===== config.mk =====
export PLATFORM = sky130hd
export DESIGN_NAME = ptc_alloc
export DESIGN_NICKNAME = d
export VERILOG_FILES = /design/src/rtl/ptc_pkg.sv /design/src/rtl/ptc_term.sv /design/src/rtl/ptc_cluster.sv /design/src/rtl/ptc_macrocell.sv /design/src/rtl/ptc_alloc.sv
export SDC_FILE = /design/constraint.sdc
export NUM_CORES = 1
export LEC_CHECK = 0
export ABC_AREA = 1
export CORE_AREA = 2 2 537 539
export DETAILED_ROUTE_END_ITERATION = 7
export DIE_AREA = 0 0 539 541
export MAX_ROUTING_LAYER = met4
export SYNTH_ARGS = -nofsm -noshare
export SYNTH_HDL_FRONTEND = slang
export SYNTH_SLANG_ARGS = --single-unit

===== constraint.sdc =====
create_clock -name vclk -period 3.3
set_clock_uncertainty 0.1 [all_clocks]
set_input_delay 0.66 -clock vclk [all_inputs]
set_output_delay 0.66 -clock vclk [all_outputs]
set_load 0.03 [all_outputs]

===== src/rtl/ptc_pkg.sv =====
package ptc_pkg;

  // Destination macrocell for a cluster, given its home index and steering code.
  function automatic int unsigned steer_dest(input int unsigned home,
                                             input logic [1:0] code,
                                             input int unsigned n_mc);
    int unsigned step;
    case (code)
      2'd0:    step = 0;
      2'd1:    step = 1;
      2'd2:    step = n_mc - 1;
      default: step = 2;
    endcase
    return (home + step) % n_mc;
  endfunction

  // Number of basic slots in play for a cluster, chosen by its home mode.
  function automatic int unsigned basic_width(input logic async_mode,
                                              input int unsigned sync_w,
                                              input int unsigned async_w);
    return async_mode ? async_w : sync_w;
  endfunction

endpackage


===== src/rtl/ptc_term.sv =====
module ptc_term #(
  parameter int N_IN = 33
) (
  input  logic [N_IN-1:0] din,
  input  logic [N_IN-1:0] sel_t,
  input  logic [N_IN-1:0] sel_c,
  input  logic            off,
  output logic            term
);
  logic [N_IN-1:0] lit_pass;
  always_comb begin
    lit_pass = (din | ~sel_t) & (~din | ~sel_c);
    term     = !off && (&lit_pass);
  end
endmodule


===== src/rtl/ptc_cluster.sv =====
module ptc_cluster
  import ptc_pkg::*;
#(
  parameter int N_IN     = 33,
  parameter int SYNC_PT  = 4,
  parameter int ASYNC_PT = 2
) (
  input  logic [N_IN-1:0]              din,
  input  logic [SYNC_PT:0][N_IN-1:0]   sel_t,
  input  logic [SYNC_PT:0][N_IN-1:0]   sel_c,
  input  logic [SYNC_PT:0]             off,
  input  logic                         async_m,
  input  logic                         extend,
  input  logic                         pol,
  output logic                         sum,
  output logic                         xor_src
);
  localparam int XTRA = SYNC_PT;

  logic [SYNC_PT:0]   term;
  logic [SYNC_PT-1:0] slot_live;

  for (genvar k = 0; k <= SYNC_PT; k++) begin : g_term
    ptc_term #(.N_IN(N_IN)) u_term (
      .din  (din),
      .sel_t(sel_t[k]),
      .sel_c(sel_c[k]),
      .off  (off[k]),
      .term (term[k])
    );
  end

  always_comb begin
    for (int k = 0; k < SYNC_PT; k++)
      slot_live[k] = (k < int'(basic_width(async_m, SYNC_PT, ASYNC_PT)));
    sum     = (|(term[SYNC_PT-1:0] & slot_live)) | (extend & term[XTRA]);
    xor_src = extend ? pol : term[XTRA];
  end

  always_comb begin
    for (int k = 0; k <= SYNC_PT; k++)
      if (off[k]) assert_off_zero_R2: assert (!term[k]);
    if (extend && term[XTRA]) assert_ext_joins_R6: assert (sum);
    if (!extend && term[XTRA] && !(|term[SYNC_PT-1:0]))
      assert_spare_out_R7: assert (!sum && xor_src);
    if (async_m && !(|term[ASYNC_PT-1:0]) && !(extend && term[XTRA]))
      assert_async_narrow_R4: assert (!sum);
  end
endmodule


===== src/rtl/ptc_macrocell.sv =====
module ptc_macrocell #(
  parameter int N_CL = 4
) (
  input  logic [N_CL-1:0] hit,
  input  logic [N_CL-1:0] cl_sum,
  input  logic            xor_in,
  output logic            out
);
  logic gathered;
  always_comb begin
    gathered = |(hit & cl_sum);
    out      = gathered ^ xor_in;
  end

  always_comb begin
    if (!(|hit)) assert_idle_xor_R9: assert (out == xor_in);
  end
endmodule


===== src/rtl/ptc_alloc.sv =====
module ptc_alloc
  import ptc_pkg::*;
#(
  parameter int N_IN     = 33,
  parameter int N_MC     = 4,
  parameter int SYNC_PT  = 4,
  parameter int ASYNC_PT = 2,
  localparam int PT_PER  = SYNC_PT + 1,
  localparam int N_PT    = N_MC * PT_PER
) (
  input  logic [N_IN-1:0]            data_in,
  input  logic [N_PT-1:0][N_IN-1:0]  cfg_lit_true,
  input  logic [N_PT-1:0][N_IN-1:0]  cfg_lit_comp,
  input  logic [N_PT-1:0]            cfg_pt_off,
  input  logic [N_MC-1:0]            cfg_async,
  input  logic [N_MC-1:0]            cfg_extend,
  input  logic [N_MC-1:0]            cfg_polarity,
  input  logic [N_MC-1:0][1:0]       cfg_steer,
  output logic [N_MC-1:0]            mc_out
);
  logic [N_MC-1:0]            cl_sum;
  logic [N_MC-1:0]            xor_src;
  logic [N_MC-1:0][N_MC-1:0]  hit_cm;   // [cluster][macrocell]
  logic [N_MC-1:0][N_MC-1:0]  hit_mc;   // [macrocell][cluster]

  for (genvar c = 0; c < N_MC; c++) begin : g_cl
    ptc_cluster #(.N_IN(N_IN), .SYNC_PT(SYNC_PT), .ASYNC_PT(ASYNC_PT)) u_cl (
      .din    (data_in),
      .sel_t  (cfg_lit_true[c*PT_PER +: PT_PER]),
      .sel_c  (cfg_lit_comp[c*PT_PER +: PT_PER]),
      .off    (cfg_pt_off[c*PT_PER +: PT_PER]),
      .async_m(cfg_async[c]),
      .extend (cfg_extend[c]),
      .pol    (cfg_polarity[c]),
      .sum    (cl_sum[c]),
      .xor_src(xor_src[c])
    );
    for (genvar m = 0; m < N_MC; m++) begin : g_hit
      assign hit_cm[c][m] = (steer_dest(c, cfg_steer[c], N_MC) == m);
      assign hit_mc[m][c] = hit_cm[c][m];
    end
  end

  for (genvar m = 0; m < N_MC; m++) begin : g_mc
    ptc_macrocell #(.N_CL(N_MC)) u_mc (
      .hit   (hit_mc[m]),
      .cl_sum(cl_sum),
      .xor_in(xor_src[m]),
      .out   (mc_out[m])
    );
  end

  always_comb begin
    for (int c = 0; c < N_MC; c++)
      assert_dest_onehot_R8: assert ($onehot(hit_cm[c]));
    for (int m = 0; m < N_MC; m++)
      if (|(hit_mc[m] & cl_sum)) assert_or_invert_R9: assert (mc_out[m] == !xor_src[m]);
  end
endmodule


==> results of run 1 <==
## timing repair
| action | in CTS | in global routing |
|---|---|---|
| buffers inserted | 12 | 4 |
| resized for setup | 305 | 140 |
| setup endpoints to repair | 4 | 4 |
| pin swaps | 63 | 50 |
## placed cells by master (no fill, tap or decap), types with 29 or more instances in the layout
| cell type | Yosys | routed |
|---|---|---|
| nand2_1 | 1793 | 1674 |
| clkdlybuf4s50_1 | 0 | 1354 |
| diode_2 | 0 | 324 |
| nor2_1 | 344 | 278 |
| buf_4 | 6 | 262 |
| nand4_1 | 105 | 105 |
| nand2_2 | 0 | 86 |
| buf_12 | 0 | 77 |
| inv_1 | 91 | 73 |
| buf_6 | 5 | 50 |
| nor2_4 | 0 | 40 |
| a21oi_1 | 40 | 38 |
| nand2_4 | 0 | 29 |
## per-stage QoR
stage	total power, mW	setup slack (ns)	std cells	util	TNS (ns)
after floorplan	0.923	0.496	2606	-	0
after global placement	4.57	-2.11	8017	0.111	-8.36
after detailed placement	4.59	-2.17	8017	0.111	-8.49
after CTS	4.75	-0.735	8029	0.115	-2.93
after global routing	4.97	-0.721	8331	0.120	-2.85
final	4.75	-0.723	8357	0.120	-2.78
## routing by layer
layer  global-route usage  share of wire  vias to the layer above
li1                     -              -                    11793
met1                0.259           0.38                    12018
met2                0.377           0.44                     2213
met3                0.123           0.14                      473
met4               0.0812          0.044                        0
met5                    -              0                        -
## path summary, 6_finish.rpt
check | from | end | slack, ns
worst max-delay path | data_in[25] | mc_out[3] | -0.72
worst min-delay path | cfg_polarity[3] | mc_out[3] | 2.08
## layout make-up
cell class	count	area share
antenna	324	0.0236
tap	3781	0.138
multi-input combinational	2377	0.304
timing repair buffer	1770	0.522
inverter	105	0.0133
## worst min-delay path, cell delays in order
cell	delay, ns
clkdlybuf4s50_1	0.40
inv_1	0.07
o21ai_2	0.08
nand2_1	0.11
nand2_2	0.07
buf_12	0.13
## report_power, final
| group | switching (mW) | internal (mW) |
|---|---|---|
| Clock | 0 | 0.0000124 |
| Combinational | 2.50 | 2.25 |
| Sequential | 0 | 0 |
| Total | 2.50 | 2.25 |
## logic make-up (layout without fill, tap and decap cells)
family	count (synthesis)	after routing	share of synthesized area
compound gates	88	88	0.0475
buf+inv	229	1875	0.100
mux	1	1	0.000952
other cells	0	324	0
simple gates	2288	2288	0.851
==> results.md, run 1 <==
* CP bufs+invs at 4
* Final Max Tran Viols at 0
* Ranking of synthesized cells by area: nand2_1 (64%), nor2_1 (12%), nand4_1 (6.2%), buf_2 (5.1%), inv_1 (3.2%)
* Post-Syn Area at 10500 µm²
* Synth unique cells at 26
* Critical Path Slowest Stage Cell: nor2_1
* All-Layer GR Usage at 0.240
* CP Class: in -> out
* Antenna violations before repair at 452
* Critical path's top delay family: simple AND/OR/NAND/NOR gates
* HPWL Detailed at 327 mm
* Width of the die at 539 µm
* Remaining antenna violation count at 0
* Largest net degree at the start of global routing at 15
* Final Hold Fails at 0
* Status: finished with violations
* Syn avg cell area at 4.03 µm²
* I/O pin count at 1397
* Register area share after synthesis at 0
* Most frequent cell after synthesis: nand2_1
* Worst slew margin at 0.568
* Largest stage delay on the critical path at 0.38 ns
* RSZ-0062 raised after global routing: yes
* First-pass DRT Iterations at 5
* Post-Syn Instances at 2606
* Drt initial violations at 2777
* Cell depth of the worst setup path at 18
* CTS Hold Bufs at 0
* Layout Nets at 5647
* Crit-path max FO at 8
* Vias per inst at 3.17
* Yosys warns at 0
* Fmax achieved at 249 MHz
* Post-route cell area at 34300 µm²
* Final WL at 354 mm
* Biggest area consumer among synthesized cells: nand2_1
* Crit path time final at 4.02 ns
* Leak pwr at 14.2 nW
* Worst setup SP type: input port
* Top cell type's share of synthesized area at 0.640
* DIE HEIGHT at 541 µm
* Final period util at 1.22
* Ordered list of cells on the worst path: buf_4 > buf_4 > buf_4 > nand2_1 > nand2_1 > nor2_1 > nand2_1 > nor2_1 > nand3_1 > nor3_2 > nor2_2 > nand2_4 > nand2_2 > nand2_2 > nor2_2 > nand2_1 > nand2_2 > buf_12
* Failing checks: setup timing
* Drt drc at 0
* Grt ovf at 0
* Worst Hold Class: in -> out
* Routed len/inst at 42.3 µm
* Max Cap Violations at 0
* Footprint of the multi-input gates at 10400 µm²
* Final setup vio count at 4
* Reg area at 0 µm²
* Clock buffer count at 0
* Worst Setup Slack, final at -0.723 ns
* Area grow syn2layout at 227%
* Post-synth top cells: nand2_1 (1793), nor2_1 (344), buf_2 (108)
* Arr. time, crit path at 3.26 ns
* PD cells at 138 nW/µm²
* Port Buffer Count at 1397
* Slew of the pin with the lowest slew margin at 0.647 ns
* Die area at 292000 µm²
* Vias at 26497
* First-pass GRT wire length at 407 mm
* Critical Path End Type: primary output
* Routability cong. at 1.00
* FF+latch count at 0
* Initial Util at 0.0367
* Core area at 286000 µm²
* Vias in the first global route at 25474
* Peak VDD IR at 0.0415 mV
* Cell mode on critical path: nand2_1
* Worst hold slack at 2.08 ns
* Filler cells at 33652
* WHS Path Cells at 6
* Required @ worst endpoint at 2.54 ns
* Net Count, Synth at 3999
* DP Area at 31900 µm²
* # rows at 197
* Share of cells above drive strength 1 at 0.151
No activity file was read; power rests on OpenSTA's default activity.
==> run 2, diff against run 1 <==
MAX_ROUTING_LAYER = unset   (was met4)
==> run 2 against run 1 <==
  * The flow still finishes with violations (setup timing)
  * Count of clock-buffer cells in the layout is the same
  * Setup slack gained 0.017 ns
  * Sequential share of layout area is the same
  * First-iteration DRC count grew 7.9%
  * Non-clock buffer count grew 3
  * Critical path type unchanged
  * Global-route usage shrank 0.67 points
  * Power grew 0.59%
  * Final area shrank 1.1%
  * Final cell count shrank 2.1%
  * Worst hold slack gained 0.0034 ns
  * Die area is the same
  * Largest cell class unchanged
==> results.md, run 2 (same netlist as run 1, synthesis figures left out) <==
* Critical Path End Type: primary output (unchanged)
* Crit path time final at 4.01 ns (was 4.02 ns)
* FF+latch count at 0 (unchanged)
* Clock buffer count at 0 (unchanged)
* Vias at 27117 (was 26497)
* Drt drc at 0 (unchanged)
* All-Layer GR Usage at 0.233 (was 0.240)
* Max Cap Violations at 0 (unchanged)
* Largest net degree at the start of global routing at 15 (unchanged)
* Routability cong. at 0.988 (was 1.00)
* Final setup vio count at 4 (unchanged)
* Initial Util at 0.0367 (unchanged)
* Width of the die at 539 µm (unchanged)
* Slew of the pin with the lowest slew margin at 0.590 ns (was 0.647 ns)
* Placed Instances at 8017 (unchanged)
* Final period util at 1.21 (was 1.22)
* DP Area at 31900 µm² (unchanged)
* RSZ-0062 raised after global routing: yes (unchanged)
* Crit-path max FO at 12 (was 8)
* Status: finished with violations (unchanged)
* Arr. time, crit path at 3.25 ns (was 3.26 ns)
* Grt ovf at 0 (unchanged)
* HPWL Detailed at 327 mm (about the same)
* Remaining antenna violation count at 0 (unchanged)
* CP Class: in -> out (unchanged)
* Layout Nets at 5650 (was 5647)
* Final Max Tran Viols at 0 (unchanged)
* Util after Layout at 0.119 (was 0.120)
* Worst setup SP type: input port (unchanged)
* First-pass GRT wire length at 408 mm (was 407 mm)
* Overall Power at 4.78 mW (was 4.75 mW)
* Post-Layout Cell Count at 8180 (was 8357)
* Final WL at 354 mm (about the same)
* Commonest non-fill, non-tap cell in the layout: nand2_1 (unchanged)
* Leak pwr at 14.2 nW (about the same)
* Post-route cell area at 34000 µm² (was 34300 µm²)
* Vias per inst at 3.32 (was 3.17)
* PD cells at 141 nW/µm² (was 138 nW/µm²)
* Share of cells above drive strength 1 at 0.153 (was 0.151)
* Failing checks: setup timing (unchanged)
* Worst Hold Class: in -> out (unchanged)
* Port Buffer Count at 1397 (unchanged)
* First-pass DRT Iterations at 6 (was 5)
* CTS Hold Bufs at 0 (unchanged)
* Reg area at 0 µm² (unchanged)
* Core area at 286000 µm² (unchanged)
* Drt initial violations at 2997 (was 2777)
* I/O pin count at 1397 (unchanged)
* Routed len/inst at 43.3 µm (was 42.3 µm)
* Worst slew margin at 0.607 (was 0.568)
* Die area at 292000 µm² (unchanged)
* Antenna violations before repair at 439 (was 452)
* DP Worst Slack at -2.17 ns (about the same)
* Required @ worst endpoint at 2.54 ns (about the same)
* Worst Setup Slack, final at -0.706 ns (was -0.723 ns)
* Fmax achieved at 250 MHz (was 249 MHz)
* Vias in the first global route at 25525 (was 25474)
* Most frequent cells in the layout: nand2_1 (1677), clkdlybuf4s50_1 (1353), nor2_1 (273), buf_4 (269), nand4_1 (105) (was nand2_1 (1674), clkdlybuf4s50_1 (1354), nor2_1 (278), buf_4 (262), nand4_1 (105))
* # rows at 197 (unchanged)
* DIE HEIGHT at 541 µm (unchanged)
* Peak VDD IR at 0.0394 mV (was 0.0415 mV)
* Final Hold Fails at 0 (unchanged)
* Area grow syn2layout at 223% (was 227%)
run 2: changes by cell type in the layout (fill, tap and decap cells not counted), moves of 4 or more:
cell	before	now
nand2_2	86	90
nor2_2	26	32
buf_6	50	36
buf_4	262	269
diode_2	324	144
nor2_1	278	273
nand2_4	29	22
buf_12	77	86
run 2: per-stage QoR:
stage | TNS, ns | hold WS, ns
floorplan | 0 | 1.53
global placement | -8.38 | 2.10
detailed placement | -8.60 | 2.08
CTS | -2.60 | 2.07
global route | -2.78 | 2.12
finish | -2.72 | 2.08
run 2: critical path, cell delays in order:
cell     delay, ns
buf_2         0.16
buf_12        0.12
buf_4         0.40
nand2_1       0.26
nand2_1       0.14
nor2_1        0.05
nand2_1       0.19
nor2_1        0.08
nand3_2       0.17
nor3_2        0.08
nor2_4        0.15
nand2_8       0.10
nand2_2       0.07
nand2_2       0.06
nor2_1        0.14
nand2_1       0.08
nand2_2       0.09
buf_12        0.12
run 2: layout make-up:
cell class / count / area, µm²
Fill cell: 33556 / 252000
Timing Repair Buffer: 1773 / 18000
Multi-Input combinational cell: 2377 / 10400
Tap cell: 3781 / 4730
Inverter: 105 / 455
Antenna cell: 144 / 360
run 2: metal layers:
layer | track usage | up-vias | share of wire
met5 | 0 | - | 0.0067
met4 | 0.0849 | 354 | 0.047
li1 | - | 11489 | -
met3 | 0.122 | 820 | 0.12
met1 | 0.259 | 12188 | 0.38
met2 | 0.377 | 2266 | 0.44
run 2: timing repair:
action	in CTS	in global routing
setup endpoints to repair	4	4
setup buffers	16	3
resized for setup	366	89
pin swaps	80	55
run 2: path summary, 6_finish.rpt:
kind / start / endpoint / slack, ns / cells past startpoint
worst max-delay path: data_in[2] / mc_out[3] / -0.71 / 18
worst min-delay path: cfg_polarity[3] / mc_out[3] / 2.08 / 6
run 2: power by group:
part / internal [mW] / switching, mW
registers: 0 / 0
clock network: 0.00000522 / 0
logic: 2.26 / 2.51
total: 2.26 / 2.51
